File: src/rtl/hbi_pkg.sv
// Package: shared constants and the bus-style encoding for the host port.
// Assumes: one byte-wide bank at a fixed, contiguous address window.
package hbi_pkg;
    localparam int unsigned HP_BYTE_W    = 8;
    localparam int unsigned HP_BANK_SIZE = 8;
    localparam int unsigned HP_BANK_BASE = 'h2B;

    typedef enum logic {
        STYLE_SPLIT = 1'b0,   // separate active-low read and write strobes
        STYLE_DSTRB = 1'b1    // active-high data strobe plus read/write line
    } bus_style_e;
endpackage

File: src/rtl/hp_sync2.sv
// Module: two-flop synchroniser for a vector of asynchronous inputs.
// Assumes: each bit is either a level signal or slow relative to clk;
// the reset value gives the idle level of each bit.
module hp_sync2 #(
    parameter int unsigned W = 1,
    parameter logic [W-1:0] RST_VAL = '0
) (
    input  logic         clk,
    input  logic         rst_n,
    input  logic [W-1:0] d,
    output logic [W-1:0] q
);
    logic [W-1:0] meta;

    // Two register stages into the clk domain.
    always_ff @(posedge clk) begin
        if (!rst_n) begin
            meta <= RST_VAL;
            q    <= RST_VAL;
        end else begin
            meta <= d;
            q    <= meta;
        end
    end
endmodule

File: src/rtl/hp_strobe_decode.sv
// Module: turns synchronised strobes into an address latch, a write
// commit pulse with its data, and a read-active level.
// Assumes: inputs already synchronised and the shared data lines delayed
// by the same number of stages, so data aligns with its strobe.
module hp_strobe_decode
    import hbi_pkg::*;
#(
    parameter int unsigned DW = HP_BYTE_W
) (
    input  logic          clk,
    input  logic          rst_n,
    input  logic          style,
    input  logic          ale_s,
    input  logic          rd_n_s,
    input  logic          wr_n_s,
    input  logic          ds_s,
    input  logic          rw_s,
    input  logic [DW-1:0] ad_s,
    output logic [DW-1:0] addr_q,
    output logic [DW-1:0] wdata_q,
    output logic          wr_commit,
    output logic          rd_act
);
    logic          wr_act;
    logic          wr_act_d;
    logic          ale_d;
    logic [DW-1:0] addr_hold;

    // Select which strobes define the read and write windows.
    always_comb begin
        if (bus_style_e'(style) == STYLE_DSTRB) begin
            wr_act = ds_s & ~rw_s;
            rd_act = ds_s &  rw_s;
        end else begin
            wr_act = ~wr_n_s;
            rd_act = ~rd_n_s;
        end
    end

    // A write ends when its window closes.
    assign wr_commit = wr_act_d & ~wr_act;

    // Track address phase, capture address and write data while windows are open.
    always_ff @(posedge clk) begin
        if (!rst_n) begin
            ale_d     <= 1'b0;
            wr_act_d  <= 1'b0;
            addr_hold <= '0;
            addr_q    <= '0;
            wdata_q   <= '0;
        end else begin
            ale_d    <= ale_s;
            wr_act_d <= wr_act;
            if (ale_s)
                addr_hold <= ad_s;
            if (ale_d && !ale_s)
                addr_q <= addr_hold;
            if (wr_act)
                wdata_q <= ad_s;
        end
    end


    split_ignores_ds_chk: assert property (@(posedge clk) disable iff (!rst_n)
        (style == 1'b0 && wr_n_s && $past(wr_n_s)) |-> !wr_commit);
endmodule

File: src/rtl/hp_reg_bank.sv
// Module: bank of byte registers at a contiguous address window, with
// write enable and combinational read data (0 for unmapped addresses).
// Assumes: wr_en is a single-cycle pulse.
module hp_reg_bank
    import hbi_pkg::*;
#(
    parameter int unsigned N    = HP_BANK_SIZE,
    parameter int unsigned DW   = HP_BYTE_W,
    parameter int unsigned BASE = HP_BANK_BASE
) (
    input  logic            clk,
    input  logic            rst_n,
    input  logic            wr_en,
    input  logic [DW-1:0]   addr,
    input  logic [DW-1:0]   wdata,
    output logic [DW-1:0]   rdata,
    output logic [N*DW-1:0] regs_flat
);
    logic [N-1:0]         hit;
    logic [N-1:0][DW-1:0] regs;

    // Per-register address decode.
    for (genvar i = 0; i < N; i++) begin : g_dec
        localparam logic [DW-1:0] REG_ADDR = DW'(BASE + i);
        assign hit[i] = (addr == REG_ADDR);
        assign regs_flat[i*DW +: DW] = regs[i];
    end

    // Register storage, written on a decoded commit.
    always_ff @(posedge clk) begin
        if (!rst_n) begin
            regs <= '0;
        end else if (wr_en) begin
            for (int k = 0; k < N; k++)
                if (hit[k])
                    regs[k] <= wdata;
        end
    end

    // Read mux; no hit yields zero.
    always_comb begin
        rdata = '0;
        for (int k = 0; k < N; k++)
            if (hit[k])
                rdata = regs[k];
    end


    reg_hold_chk: assert property (@(posedge clk) disable iff (!rst_n)
        !wr_en |=> $stable(regs_flat));


    unmapped_ignore_chk: assert property (@(posedge clk) disable iff (!rst_n)
        (wr_en && hit == '0) |=> $stable(regs_flat));
endmodule

File: src/rtl/mux_host_port.sv
// Module: multiplexed address/data host port in front of a byte register
// bank, serving both split-strobe and data-strobe host conventions.
// Assumes: bus_style changes only while all strobes are idle; each bus
// phase lasts at least four clock cycles.
module mux_host_port
    import hbi_pkg::*;
#(
    parameter int unsigned NUM_REGS  = HP_BANK_SIZE,
    parameter int unsigned DATA_W    = HP_BYTE_W,
    parameter int unsigned BASE_ADDR = HP_BANK_BASE
) (
    input  logic                     clk,
    input  logic                     rst_n,
    input  logic                     bus_style,
    input  logic                     ale,
    input  logic [DATA_W-1:0]        ad_in,
    input  logic                     rd_n,
    input  logic                     wr_n,
    input  logic                     ds,
    input  logic                     rw,
    output logic [DATA_W-1:0]        ad_out,
    output logic                     ad_oe,
    output logic [NUM_REGS*DATA_W-1:0] cfg_regs
);
    localparam int unsigned CTL_W = 5;
    localparam logic [CTL_W-1:0] CTL_IDLE = 5'b01101; // ale,rd_n,wr_n,ds,rw

    logic [CTL_W-1:0]  ctl_s;
    logic [DATA_W-1:0] ad_s;
    logic [DATA_W-1:0] addr_q;
    logic [DATA_W-1:0] wdata_q;
    logic [DATA_W-1:0] rdata;
    logic              wr_commit;
    logic              rd_act;

    hp_sync2 #(.W(CTL_W), .RST_VAL(CTL_IDLE)) u_ctl_sync (
        .clk   (clk),
        .rst_n (rst_n),
        .d     ({ale, rd_n, wr_n, ds, rw}),
        .q     (ctl_s)
    );

    hp_sync2 #(.W(DATA_W), .RST_VAL('0)) u_ad_align (
        .clk   (clk),
        .rst_n (rst_n),
        .d     (ad_in),
        .q     (ad_s)
    );

    hp_strobe_decode #(.DW(DATA_W)) u_decode (
        .clk       (clk),
        .rst_n     (rst_n),
        .style     (bus_style),
        .ale_s     (ctl_s[4]),
        .rd_n_s    (ctl_s[3]),
        .wr_n_s    (ctl_s[2]),
        .ds_s      (ctl_s[1]),
        .rw_s      (ctl_s[0]),
        .ad_s      (ad_s),
        .addr_q    (addr_q),
        .wdata_q   (wdata_q),
        .wr_commit (wr_commit),
        .rd_act    (rd_act)
    );

    hp_reg_bank #(.N(NUM_REGS), .DW(DATA_W), .BASE(BASE_ADDR)) u_bank (
        .clk       (clk),
        .rst_n     (rst_n),
        .wr_en     (wr_commit),
        .addr      (addr_q),
        .wdata     (wdata_q),
        .rdata     (rdata),
        .regs_flat (cfg_regs)
    );

    // Register the pad enable and read data; zero the data when released.
    always_ff @(posedge clk) begin
        if (!rst_n) begin
            ad_oe  <= 1'b0;
            ad_out <= '0;
        end else begin
            ad_oe  <= rd_act;
            ad_out <= rd_act ? rdata : '0;
        end
    end


    oe_follow_chk: assert property (@(posedge clk) disable iff (!rst_n)
        rd_act |=> ad_oe);


    release_clear_chk: assert property (@(posedge clk) disable iff (!rst_n)
        $fell(ad_oe) |-> ad_out == '0);
endmodule

File: config.mk
export PLATFORM = sky130hd
export DESIGN_NAME = mux_host_port
export DESIGN_NICKNAME = d
export VERILOG_FILES = /design/src/rtl/hbi_pkg.sv /design/src/rtl/hp_sync2.sv /design/src/rtl/hp_strobe_decode.sv /design/src/rtl/hp_reg_bank.sv /design/src/rtl/mux_host_port.sv
export SDC_FILE = /design/constraint.sdc
export NUM_CORES = 1
export LEC_CHECK = 0
export CAP_MARGIN = 20
export CORE_AREA = 2 2 107 109
export DETAILED_ROUTE_END_ITERATION = 12
export DIE_AREA = 0 0 109 111
export DONT_BUFFER_PORTS = 1
export GPL_ROUTABILITY_DRIVEN = 0
export GPL_TIMING_DRIVEN = 0
export PLACE_DENSITY = 0.74
export SYNTH_ARGS = -nofsm -noshare
export SYNTH_HDL_FRONTEND = slang
export SYNTH_SLANG_ARGS = --single-unit
File: constraint.sdc
create_clock -name clk -period 2.5 [get_ports clk]
set_input_delay 0.375 -clock clk [delete_from_list [all_inputs] [get_ports clk]]
set_output_delay 0.375 -clock clk [all_outputs]
set_load 0.005 [all_outputs]
==> Implementation_results.wiki, run 1 <==
{| class="wikitable"
! Metric !! Value
|-
| Outcome || completed
|-
| Maximum vdd drop || 0.746 mV
|-
| Clock latency on the worst-skew pair || 0.43 ns
|-
| Worst path bufs/invs || 3
|-
| Post-DR wirelength/cell || 20.4 um
|-
| Area enclosed by the die boundary || 12100 um2
|-
| HP Class || in2reg
|-
| TritonCTS clock tree || built
|-
| Synthesis-stage register bit count || 125
|-
| Largest net degree at the start of global routing || 17
|-
| Max clock buf depth || 2
|-
| Type of element capturing the critical path || flip-flop
|-
| Final min period || 2.44 ns
|-
| Combined global-route utilization of all metal layers || 0.248
|-
| Total negative slack for setup checks || 0 ns
|-
| Number of filler instances in the final layout || 929
|-
| Max FO, Critical Path || 10
|-
| Xor-xnor portion of the synthesized cell area || 0
|-
| Mux share of post-synthesis cell area || 0.155
|-
| Pwr/cell area || 750 nW/um2
|-
| Synthesized Nets || 567
|-
| Max stage delay on crit path || 0.57 ns
|-
| Post-route worst setup slack || 0.0625 ns
|-
| Static power due to leakage || 2.23 nW
|-
| Dominant combinational cell family by area after synthesis || simple AND/OR/NAND/NOR gates
|-
| HPWL reported at the end of detailed placement || 10500 um
|-
| PortBufs || 0
|-
| Worst setup skew after layout || 0.00799 ns
|-
| Number of vias per cell || 5.87
|-
| Initial antenna violation count || 0
|-
| Residual overflow from global routing || 0
|-
| H-tree lvl count || 4
|-
| DIE HEIGHT || 111 um
|-
| Post-CTS Hold Buffers || 0
|-
| Predominant post-synthesis flop cell || sky130_fd_sc_hd__dfxtp_1
|-
| Endpoint required time on the critical path || 2.87 ns
|-
| Number of enable-type register cells in the synthesized netlist || 0
|-
| Horizontal die dimension || 109 um
|-
| Clock transition time at the flip-flop clock pins of the worst setup and hold paths || 0.06 ns
|-
| Fraction of registers with async set or reset after synthesis || 0
|-
| Cell class contributing the biggest share of worst-path delay || buffers and inverters
|-
| DRC violations left || 0
|-
| CTS buffer count || 17
|-
| Post-synth top area cell || sky130_fd_sc_hd__dfxtp_1
|-
| Max Fclk || 410 MHz
|-
| Drt initial violations || 409
|-
| Growth of design area from synthesis to finish || 14.6%
|-
| Post-Syn Area || 5310 um2
|-
| Synth Area in Compound Gates || 0.116
|-
| Cell area after placement || 5490 um2
|-
| Max cap viols || 0
|-
| Top-area cell type share of the netlist area || 0.471
|-
| Nets || 586
|-
| Proportion of layout cells with a drive suffix above 1 || 0.0961
|-
| Mapped Cells || 551
|-
| Cell-by-cell listing of the critical path || clkbuf_1 > clkbuf_1 > clkbuf_1 > o221ai_1 > a21oi_1 > o21a_1
|-
| First-pass iteration count of the detailed router || 5
|-
| Worst setup path class || reg2reg
|-
| Total wirelength of the detailed-routed design || 14800 um
|-
| Area share of and/or/nand/nor cells after synthesis || 0.222
|-
| CTS root buffer || sky130_fd_sc_hd__clkbuf_16
|-
| Max transition margin || 0.493
|-
| Boundary Pins || 89
|-
| Final hold viol count || 0
|-
| Slowest library cell on the worst path || sky130_fd_sc_hd__clkbuf_1
|-
| Final ANT Viol Nets || 0
|-
| Global-route wire length before repair || 22700 um
|-
| CORE AREA || 11100 um2
|-
| Diodes inserted || 0
|-
| Post-Layout Inst Area || 6090 um2
|-
| Pins Over Slew Limit || 0
|-
| Adder and majority cell fraction of the synthesized area || 0
|-
| Post-synthesis sequential area ratio || 0.471
|-
| Crit path launch type || flip-flop
|-
| Ratio of final minimum period to clock period || 0.975
|-
| Area used by multi-input combinational logic || 2620 um2
|-
| Dominant cells by area after synthesis || sky130_fd_sc_hd__dfxtp_1 47%, sky130_fd_sc_hd__mux2i_1 14%, sky130_fd_sc_hd__nand2_1 5.7%
|-
| Most frequent CP cell || sky130_fd_sc_hd__clkbuf_1
|-
| Number of vias after detailed routing || 4260
|-
| Syn_area_per_cell || 9.64 um2
|-
| Setup repair after global routing missed its margin || no
|-
| Vias in the first global route || 4105
|-
| Worst slew pin tran || 0.755 ns
|-
| Standard-cell rows || 39
|-
| Final setup viols || 0
|-
| Commonest cells post-synth || 125 x sky130_fd_sc_hd__dfxtp_1, 80 x sky130_fd_sc_hd__nand2_1, 73 x sky130_fd_sc_hd__mux2i_1
|-
| Synthesis warning total || 0
|-
| FF+latch area || 2500 um2
|-
| Endpoint arrival time on the critical path || 2.80 ns
|-
| Cell variety after synth || 43
|-
| Effective utilization at floorplan || 0.479
|-
| Library cell with the highest instance count after synthesis || sky130_fd_sc_hd__dfxtp_1
|-
| Number of clock sinks seen by CTS || 125
|-
| Post-Place Worst Slack || 0.0582 ns
|}
[per-layer routing]
metal  up-vias  track usage  share of wire  wire, um
li1       1954            -              -         -
met1      1988        0.285           0.38      5620
met2       259        0.400           0.48      7020
met3        59       0.0941           0.10      1550
met4         0        0.120          0.040       585
met5         -            0              0         0
[what timing repair did]
item,in CTS,in global routing
buffers inserted,0,0
hold endpoints to repair,0,0
resized for setup,0,2
endpoints found under the setup margin,0,15
[logic make-up after synthesis]
kind of cell	count (synthesis)
AND/OR/NAND/NOR	212
flip-flops	125
AO/OA/AOI/OAI	88
multiplexers	81
buffers and inverters	45
[final cells by class]
type                       instances  share of cell area
buffer                            43              0.0310
inverter                           2             0.00123
clock inverter                    14              0.0261
clock buffer                      18              0.0705
sequential                       125               0.411
multi-input combinational        381               0.431
tap                              143              0.0294
[through the flow]
stage	hold WS, ns	utilization	cells	total power, mW
finish	0.0507	0.550	726	4.57
global route	0.0340	0.550	726	4.70
CTS	0.0441	0.549	726	4.58
detailed placement	0.401	0.496	694	2.16
global placement	0.391	0.496	694	2.16
floorplan	0.386	-	551	2.13
[cells in the final DEF (no fill, tap or decap), drive strengths merged, types with 4 or more instances in the layout]
master    instances
buf               8
a2111oi           7
clkbuf           53
a221o             7
and2             21
o21ai            24
nand2b           17
mux2i            73
o22a              7
a21boi           16
nand2            80
inv               9
nand3            18
a21oi             9
mux2              8
nor3              4
clkinvlp          4
nor2b            42
and3b             8
a31oi             7
nor2              4
dfxtp           125
o2bb2ai           7
[worst paths after layout]
path | slack [ns] | to | cells past startpoint | startpoint
setup / recovery | 0.06 | ad_out[6] | 6 | u_decode.addr_q[0]
hold / removal | 0.05 | u_ctl_sync.meta[2] | 1 | wr_n
setup reg to reg | 0.06 | ad_out[6] | 6 | u_decode.addr_q[0]
hold reg to reg | 0.41 | u_ctl_sync.q[0] | 1 | u_ctl_sync.meta[0]
[sequential cells by signal (all words and copies together) (netlist names)]
signal,flops
ad_oe,1
ad_out,8
u_ad_align.meta,8
u_ad_align.q,8
u_bank.regs_flat,64
u_ctl_sync.meta,5
u_ctl_sync.q,5
u_decode.addr_hold,8
u_decode.addr_q,8
u_decode.ale_d,1
u_decode.wdata_q,8
u_decode.wr_act_d,1
[where the power goes]
part           switching (mW)  internal, mW  total [mW]
clock network           0.966          1.49        2.45
registers             0.00927          2.02        2.03
logic                  0.0532        0.0359      0.0891
Note: power is estimated with default switching activity, not from simulation.
==> run 2: changes to the inputs <==
- CORE_AREA: 2 2 107 109 -> 2 2 81 142
- DIE_AREA: 0 0 109 111 -> 0 0 83 144
==> Implementation_results.wiki, run 2 (synthesis gave the netlist of run 1 again) <==
{| class="wikitable"
! Metric !! Value
|-
| Max Fclk || 423 MHz
|-
| Number of vias after detailed routing || 4315
|-
| Nets || 586
|-
| HPWL reported at the end of detailed placement || 11700 um
|-
| Static power due to leakage || 2.27 nW
|-
| DP Cell Count || 683
|-
| Ratio of final minimum period to clock period || 0.945
|-
| CTS root buffer || sky130_fd_sc_hd__clkbuf_16
|-
| Boundary Pins || 89
|-
| Final min period || 2.36 ns
|-
| Drt initial violations || 361
|-
| Cell class contributing the biggest share of worst-path delay || buffers and inverters
|-
| Clock latency on the worst-skew pair || 0.42 ns
|-
| CORE AREA || 10900 um2
|-
| Final hold viol count || 0
|-
| Initial antenna violation count || 0
|-
| Most used cells in the layout excluding fill and tap cells || 125 x sky130_fd_sc_hd__dfxtp_1, 80 x sky130_fd_sc_hd__nand2_1, 73 x sky130_fd_sc_hd__mux2i_1, 42 x sky130_fd_sc_hd__nor2b_1, 37 x sky130_fd_sc_hd__clkbuf_1
|-
| Residual overflow from global routing || 0
|-
| Post-route core utilization || 0.562
|-
| Worst path bufs/invs || 3
|-
| Post-CTS Hold Buffers || 0
|-
| Post-route insts no fill || 715
|-
| Number of clock sinks seen by CTS || 125
|-
| Worst reg2reg path endpoint || ad_out[2]
|-
| Pins Over Slew Limit || 0
|-
| Slowest library cell on the worst path || sky130_fd_sc_hd__clkbuf_1
|-
| Worst setup skew after layout || 0.00689 ns
|-
| Setup repair after global routing missed its margin || yes
|-
| Final setup viols || 0
|-
| Number of flip-flops under the largest register name || 64
|-
| TritonCTS clock tree || built
|-
| Combinational power share || 0.019
|-
| Endpoint required time on the critical path || 2.78 ns
|-
| Logic depth of the worst register-to-register path || 6
|-
| Most common cell after layout, fill and taps aside || sky130_fd_sc_hd__dfxtp_1
|-
| First-pass iteration count of the detailed router || 6
|-
| Capture point of the critical path || ad_out[2]
|-
| Post-DR wirelength/cell || 21.6 um
|-
| Internal power || 3.80 mW
|-
| Max cap viols || 0
|-
| Max clock buf depth || 2
|-
| Largest net degree at the start of global routing || 17
|-
| Net load switching power || 0.935 mW
|-
| Crit path launch type || flip-flop
|-
| Final ANT Viol Nets || 0
|-
| Area enclosed by the die boundary || 12000 um2
|-
| HP Class || in2reg
|-
| Global-route wire length before repair || 23800 um
|-
| Maximum vdd drop || 0.602 mV
|-
| Cell-by-cell listing of the critical path || clkbuf_1 > clkbuf_1 > clkbuf_1 > o22a_1 > o21ai_0 > a31oi_1
|-
| Horizontal die dimension || 83 um
|-
| Setup crit start || u_decode.addr_q[0]
|-
| Proportion of total power due to net switching || 0.198
|-
| Growth of design area from synthesis to finish || 15.4%
|-
| Total negative slack for setup checks || 0 ns
|-
| Pwr/cell area || 772 nW/um2
|-
| Combined global-route utilization of all metal layers || 0.263
|-
| Clock power share || 0.553
|-
| Most frequent CP cell || sky130_fd_sc_hd__clkbuf_1
|-
| Max stage delay on crit path || 0.51 ns
|-
| Max transition margin || 0.458
|-
| Vias in the first global route || 4185
|-
| Total wirelength of the detailed-routed design || 15500 um
|-
| Power share of the sequential group || 0.428
|-
| Max FO, Critical Path || 10
|-
| CTS buffer count || 17
|-
| Critical Path Stages || 6
|-
| DIE HEIGHT || 144 um
|-
| Outcome || completed
|-
| Standard-cell rows || 51
|-
| Worst Min Path Start || rw
|-
| Type of element capturing the critical path || flip-flop
|-
| PortBufs || 0
|-
| Worst slew pin tran || 0.806 ns
|-
| Worst setup path class || reg2reg
|-
| Effective utilization at floorplan || 0.487
|-
| Proportion of layout cells with a drive suffix above 1 || 0.0943
|-
| FF-to-FF setup slack || 0.14 ns
|-
| DRC violations left || 0
|-
| Number of buffers added for setup after CTS || 0
|-
| Endpoint arrival time on the critical path || 2.64 ns
|-
| Clock transition time at the flip-flop clock pins of the worst setup and hold paths || 0.06 ns
|-
| R2r startpoint || u_decode.addr_q[0]
|-
| Number of vias per cell || 6.03
|-
| Diodes inserted || 0
|-
| H-tree lvl count || 4
|-
| Number of filler instances in the final layout || 945
|}
run 2: cell count changes in the layout (fill, tap and decap cells not counted), sizes merged:
cell,previous run,this run
bufinv,2,4
clkbuf,53,57
clkinv,1,3
clkinvlp,4,3
inv,9,2
run 2: what timing repair did:
| action | in CTS | in global routing |
|---|---|---|
| resized for setup | 0 | 3 |
| endpoints found under the hold margin | 0 | 0 |
| setup endpoints to repair | 0 | 14 |
run 2: power groups by stage:
stage               combinational, mW  clock [mW]  sequential [mW]
finish                         0.0914        2.61             2.03
global route                    0.100        2.74             2.03
CTS                            0.0917        2.64             2.03
detailed placement             0.0911           0             2.07
global placement               0.0890           0             2.07
floorplan                      0.0670           0             2.07
run 2: metal layers:
layer | GRT usage | vias up | routed length, um
met2 | 0.484 | 232 | 8160
li1 | - | 1966 | -
met1 | 0.242 | 2034 | 5000
met3 | 0.0771 | 83 | 1080
met5 | 0 | - | 0
met4 | 0.196 | 0 | 1230
run 2: worst min path at each step:
stage | end | slack, ns | cells after the start
2_1_floorplan | u_ctl_sync.q[0] | 0.39 | 1
3_3_place_gp | u_ctl_sync.q[0] | 0.39 | 1
3_5_place_dp | u_ctl_sync.q[2] | 0.39 | 1
4_1_cts | u_ctl_sync.meta[0] | 0.05 | 1
5_1_grt | u_ctl_sync.meta[3] | 0.06 | 1
6_report | u_ctl_sync.meta[0] | 0.07 | 1
run 2: layout make-up:
cell class	count	area, um2	area share
sequential	125	2500	0.408
tap	132	165	0.0269
clock inverter	10	161	0.0263
buffer	43	189	0.0308
inverter	2	7.51	0.00122
multi-input combinational	381	2630	0.429
clock buffer	22	474	0.0773
run 2: metrics by stage:
stage | hold slack, ns | instance area [um2] | total power [mW] | setup slack [ns]
after global placement | 0.393 | 5480 | 2.16 | 0.175
final | 0.0659 | 6130 | 4.73 | 0.138
after detailed placement | 0.393 | 5480 | 2.16 | 0.111
after CTS | 0.0503 | 6110 | 4.76 | 0.0346
after global routing | 0.0622 | 6130 | 4.86 | -0.0199
after floorplan | 0.386 | 5310 | 2.13 | 0.622
==> run 3: changes to the inputs <==
--- a/config.mk
+++ b/config.mk
@@ -7,6 +7,7 @@
 export LEC_CHECK = 0
+export ABC_AREA = 1
 export CAP_MARGIN = 20
-export CORE_AREA = 2 2 81 142
+export CORE_AREA = 2 2 78 135
 export DETAILED_ROUTE_END_ITERATION = 12
-export DIE_AREA = 0 0 83 144
+export DIE_AREA = 0 0 80 137
 export DONT_BUFFER_PORTS = 1
@@ -14,3 +15,3 @@
 export GPL_TIMING_DRIVEN = 0
-export PLACE_DENSITY = 0.74
+export PLACE_DENSITY = 0.73
 export SYNTH_ARGS = -nofsm -noshare
--- a/constraint.sdc
+++ b/constraint.sdc
@@ -3,2 +3,2 @@
 set_output_delay 0.375 -clock clk [all_outputs]
-set_load 0.005 [all_outputs]
+set_load 0.1 [all_outputs]
==> Implementation_results.wiki, run 3 <==
{| class="wikitable"
! Metric !! Value
|-
| Post-Syn Area || 4790 um2
|-
| H-tree lvl count || 4
|-
| Clock transition time at the flip-flop clock pins of the worst setup and hold paths || 0.05 ns
|-
| Growth of design area from synthesis to finish || 16.5%
|-
| Dominant cells by area after synthesis || sky130_fd_sc_hd__dfxtp_1 52%, sky130_fd_sc_hd__o21ai_0 7.9%, sky130_fd_sc_hd__a21oi_1 7.8%
|-
| Number of clock sinks seen by CTS || 125
|-
| Number of vias per cell || 5.43
|-
| DP Cell Count || 694
|-
| Post-DR wirelength/cell || 17.2 um
|-
| Effective utilization at floorplan || 0.487
|-
| Commonest cells post-synth || 125 x sky130_fd_sc_hd__dfxtp_1, 76 x sky130_fd_sc_hd__o21ai_0, 75 x sky130_fd_sc_hd__a21oi_1
|-
| Nets || 604
|-
| Most common cell after layout, fill and taps aside || sky130_fd_sc_hd__dfxtp_1
|-
| Setup repair after global routing missed its margin || no
|-
| Area enclosed by the die boundary || 11000 um2
|-
| Logic depth of the worst register-to-register path || 6
|-
| Number of enable-type register cells in the synthesized netlist || 0
|-
| Ratio of final minimum period to clock period || 0.727
|-
| Max FO, Critical Path || 3
|-
| Synthesis-stage register bit count || 125
|-
| Syn_area_per_cell || 8.43 um2
|-
| Horizontal die dimension || 80 um
|-
| Mapped Cells || 569
|-
| Max transition margin || 0.282
|-
| Max cap viols || 0
|-
| Worst setup path class || reg2out
|-
| Cell area after placement || 4950 um2
|-
| Top-area cell type share of the netlist area || 0.522
|-
| Number of vias after detailed routing || 3942
|-
| PortBufs || 0
|-
| Max Fclk || 550 MHz
|-
| Post-route insts no fill || 726
|-
| Predominant post-synthesis flop cell || sky130_fd_sc_hd__dfxtp_1
|-
| Pwr/cell area || 860 nW/um2
|-
| Outcome || completed
|-
| Fraction of registers with async set or reset after synthesis || 0
|-
| DIE HEIGHT || 137 um
|-
| Post-CTS Resized || 0
|-
| Standard-cell rows || 48
|-
| HP Class || in2reg
|-
| Post-synth top area cell || sky130_fd_sc_hd__dfxtp_1
|-
| Clock latency on the worst-skew pair || 0.42 ns
|-
| DRC violations left || 0
|-
| Worst setup skew after layout || 0.0104 ns
|-
| Initial antenna violation count || 0
|-
| Max clock buf depth || 2
|-
| Worst Min Path Start || ad_in[2]
|-
| Post-CTS Hold Buffers || 0
|-
| Critical Path Stages || 0
|-
| WHS Path Cells || 2
|-
| Boundary Pins || 89
|-
| Number of buffers added for setup after CTS || 0
|-
| Combined global-route utilization of all metal layers || 0.234
|-
| Most used cells in the layout excluding fill and tap cells || 125 x sky130_fd_sc_hd__dfxtp_1, 76 x sky130_fd_sc_hd__o21ai_0, 75 x sky130_fd_sc_hd__a21oi_1, 68 x sky130_fd_sc_hd__nand2_1, 58 x sky130_fd_sc_hd__inv_1
|-
| Post-Place Worst Slack || 0.751 ns
|-
| Hold-critical path endpoint || u_ad_align.meta[2]
|-
| Final ANT Viol Nets || 0
|-
| Total negative slack for setup checks || 0 ns
|-
| TritonCTS clock tree || built
|-
| Global-route wire length before repair || 19200 um
|-
| Diodes inserted || 0
|-
| Residual overflow from global routing || 0
|-
| Final hold viol count || 0
|-
| Worst reg2reg path endpoint || ad_out[5]
|-
| Post-route worst setup slack || 0.682 ns
|-
| Number of flip-flops under the largest register name || 64
|-
| First-pass iteration count of the detailed router || 5
|-
| Crit path launch type || flip-flop
|-
| Vias in the first global route || 3742
|-
| Final setup viols || 0
|-
| CTS root buffer || sky130_fd_sc_hd__clkbuf_16
|-
| CORE AREA || 9850 um2
|-
| Worst slew pin tran || 1.08 ns
|-
| Library cell with the highest instance count after synthesis || sky130_fd_sc_hd__dfxtp_1
|-
| Post-Layout Inst Area || 5590 um2
|-
| Synthesis warning total || 0
|-
| Cell variety after synth || 30
|-
| Proportion of layout cells with a drive suffix above 1 || 0.146
|-
| Drt initial violations || 267
|-
| Final min period || 1.82 ns
|-
| HPWL reported at the end of detailed placement || 9070 um
|-
| Pins Over Slew Limit || 0
|-
| Type of element capturing the critical path || output pin
|-
| Largest net degree at the start of global routing || 17
|-
| Synthesized Nets || 585
|-
| Post-synthesis sequential area ratio || 0.522
|-
| FF-to-FF setup slack || 0.71 ns
|-
| Endpoint required time on the critical path || 2.12 ns
|-
| Total wirelength of the detailed-routed design || 12500 um
|-
| R2r startpoint || u_bank.regs_flat[21]
|-
| Maximum vdd drop || 0.548 mV
|-
| Post-route core utilization || 0.567
|-
| Endpoint arrival time on the critical path || 1.44 ns
|-
| CTS buffer count || 17
|-
| Static power due to leakage || 2.48 nW
|}
## run 3: cell types whose count changed in the layout (fill, tap and decap cells not counted), moves of 19 or more
cell / before / now
sky130_fd_sc_hd__nor2_1: 3 / 25
sky130_fd_sc_hd__mux2i_1: 73 / 0
sky130_fd_sc_hd__clkbuf_1: 37 / 15
sky130_fd_sc_hd__o21ai_0: 23 / 76
sky130_fd_sc_hd__and2_1: 21 / 0
sky130_fd_sc_hd__inv_1: 2 / 58
sky130_fd_sc_hd__a21oi_1: 9 / 75
sky130_fd_sc_hd__nand3_1: 17 / 36
sky130_fd_sc_hd__nor2b_1: 42 / 0
## run 3: per-stage QoR
| stage | hold slack [ns] | total power, mW |
|---|---|---|
| final | 0.0558 | 4.81 |
| after global routing | 0.0497 | 4.93 |
| after CTS | 0.0486 | 4.82 |
| after detailed placement | 0.396 | 2.23 |
| after global placement | 0.392 | 2.23 |
| after floorplan | 0.390 | 2.19 |
## run 3: final cells by class
class / instances / area [um2]
inverter: 71 / 267
buffer: 26 / 165
multi-input combinational: 347 / 1860
sequential: 125 / 2500
clock buffer: 22 / 474
clock inverter: 10 / 161
fill: 873 / 4260
tap: 125 / 156
## run 3: worst max path at each step
stage	from	endpoint	slack (ns)
finish	u_bank.regs_flat[1]	cfg_regs[1]	0.68
global route	u_decode.addr_q[6]	ad_out[4]	0.65
CTS	u_bank.regs_flat[17]	cfg_regs[17]	0.69
detailed placement	u_bank.regs_flat[22]	ad_out[6]	0.75
global placement	u_bank.regs_flat[22]	ad_out[6]	0.76
floorplan	u_bank.regs_flat[21]	ad_out[5]	1.00
## run 3: logic make-up after synthesis
group           synth area share
flops                      0.522
buf+inv                   0.0900
compound gates             0.198
simple gates               0.190
## run 3: layer usage
metal	up-vias	track usage	routed length, um
li1	1928	-	-
met4	0	0.142	571
met5	-	0	0
met1	1831	0.232	4430
met2	148	0.414	6700
met3	35	0.0745	763
## run 3: power breakdown
part / total (mW) / internal [mW] / switching (mW)
logic: 0.142 / 0.0367 / 0.105
registers: 2.05 / 2.03 / 0.0206
clock network: 2.61 / 1.74 / 0.869
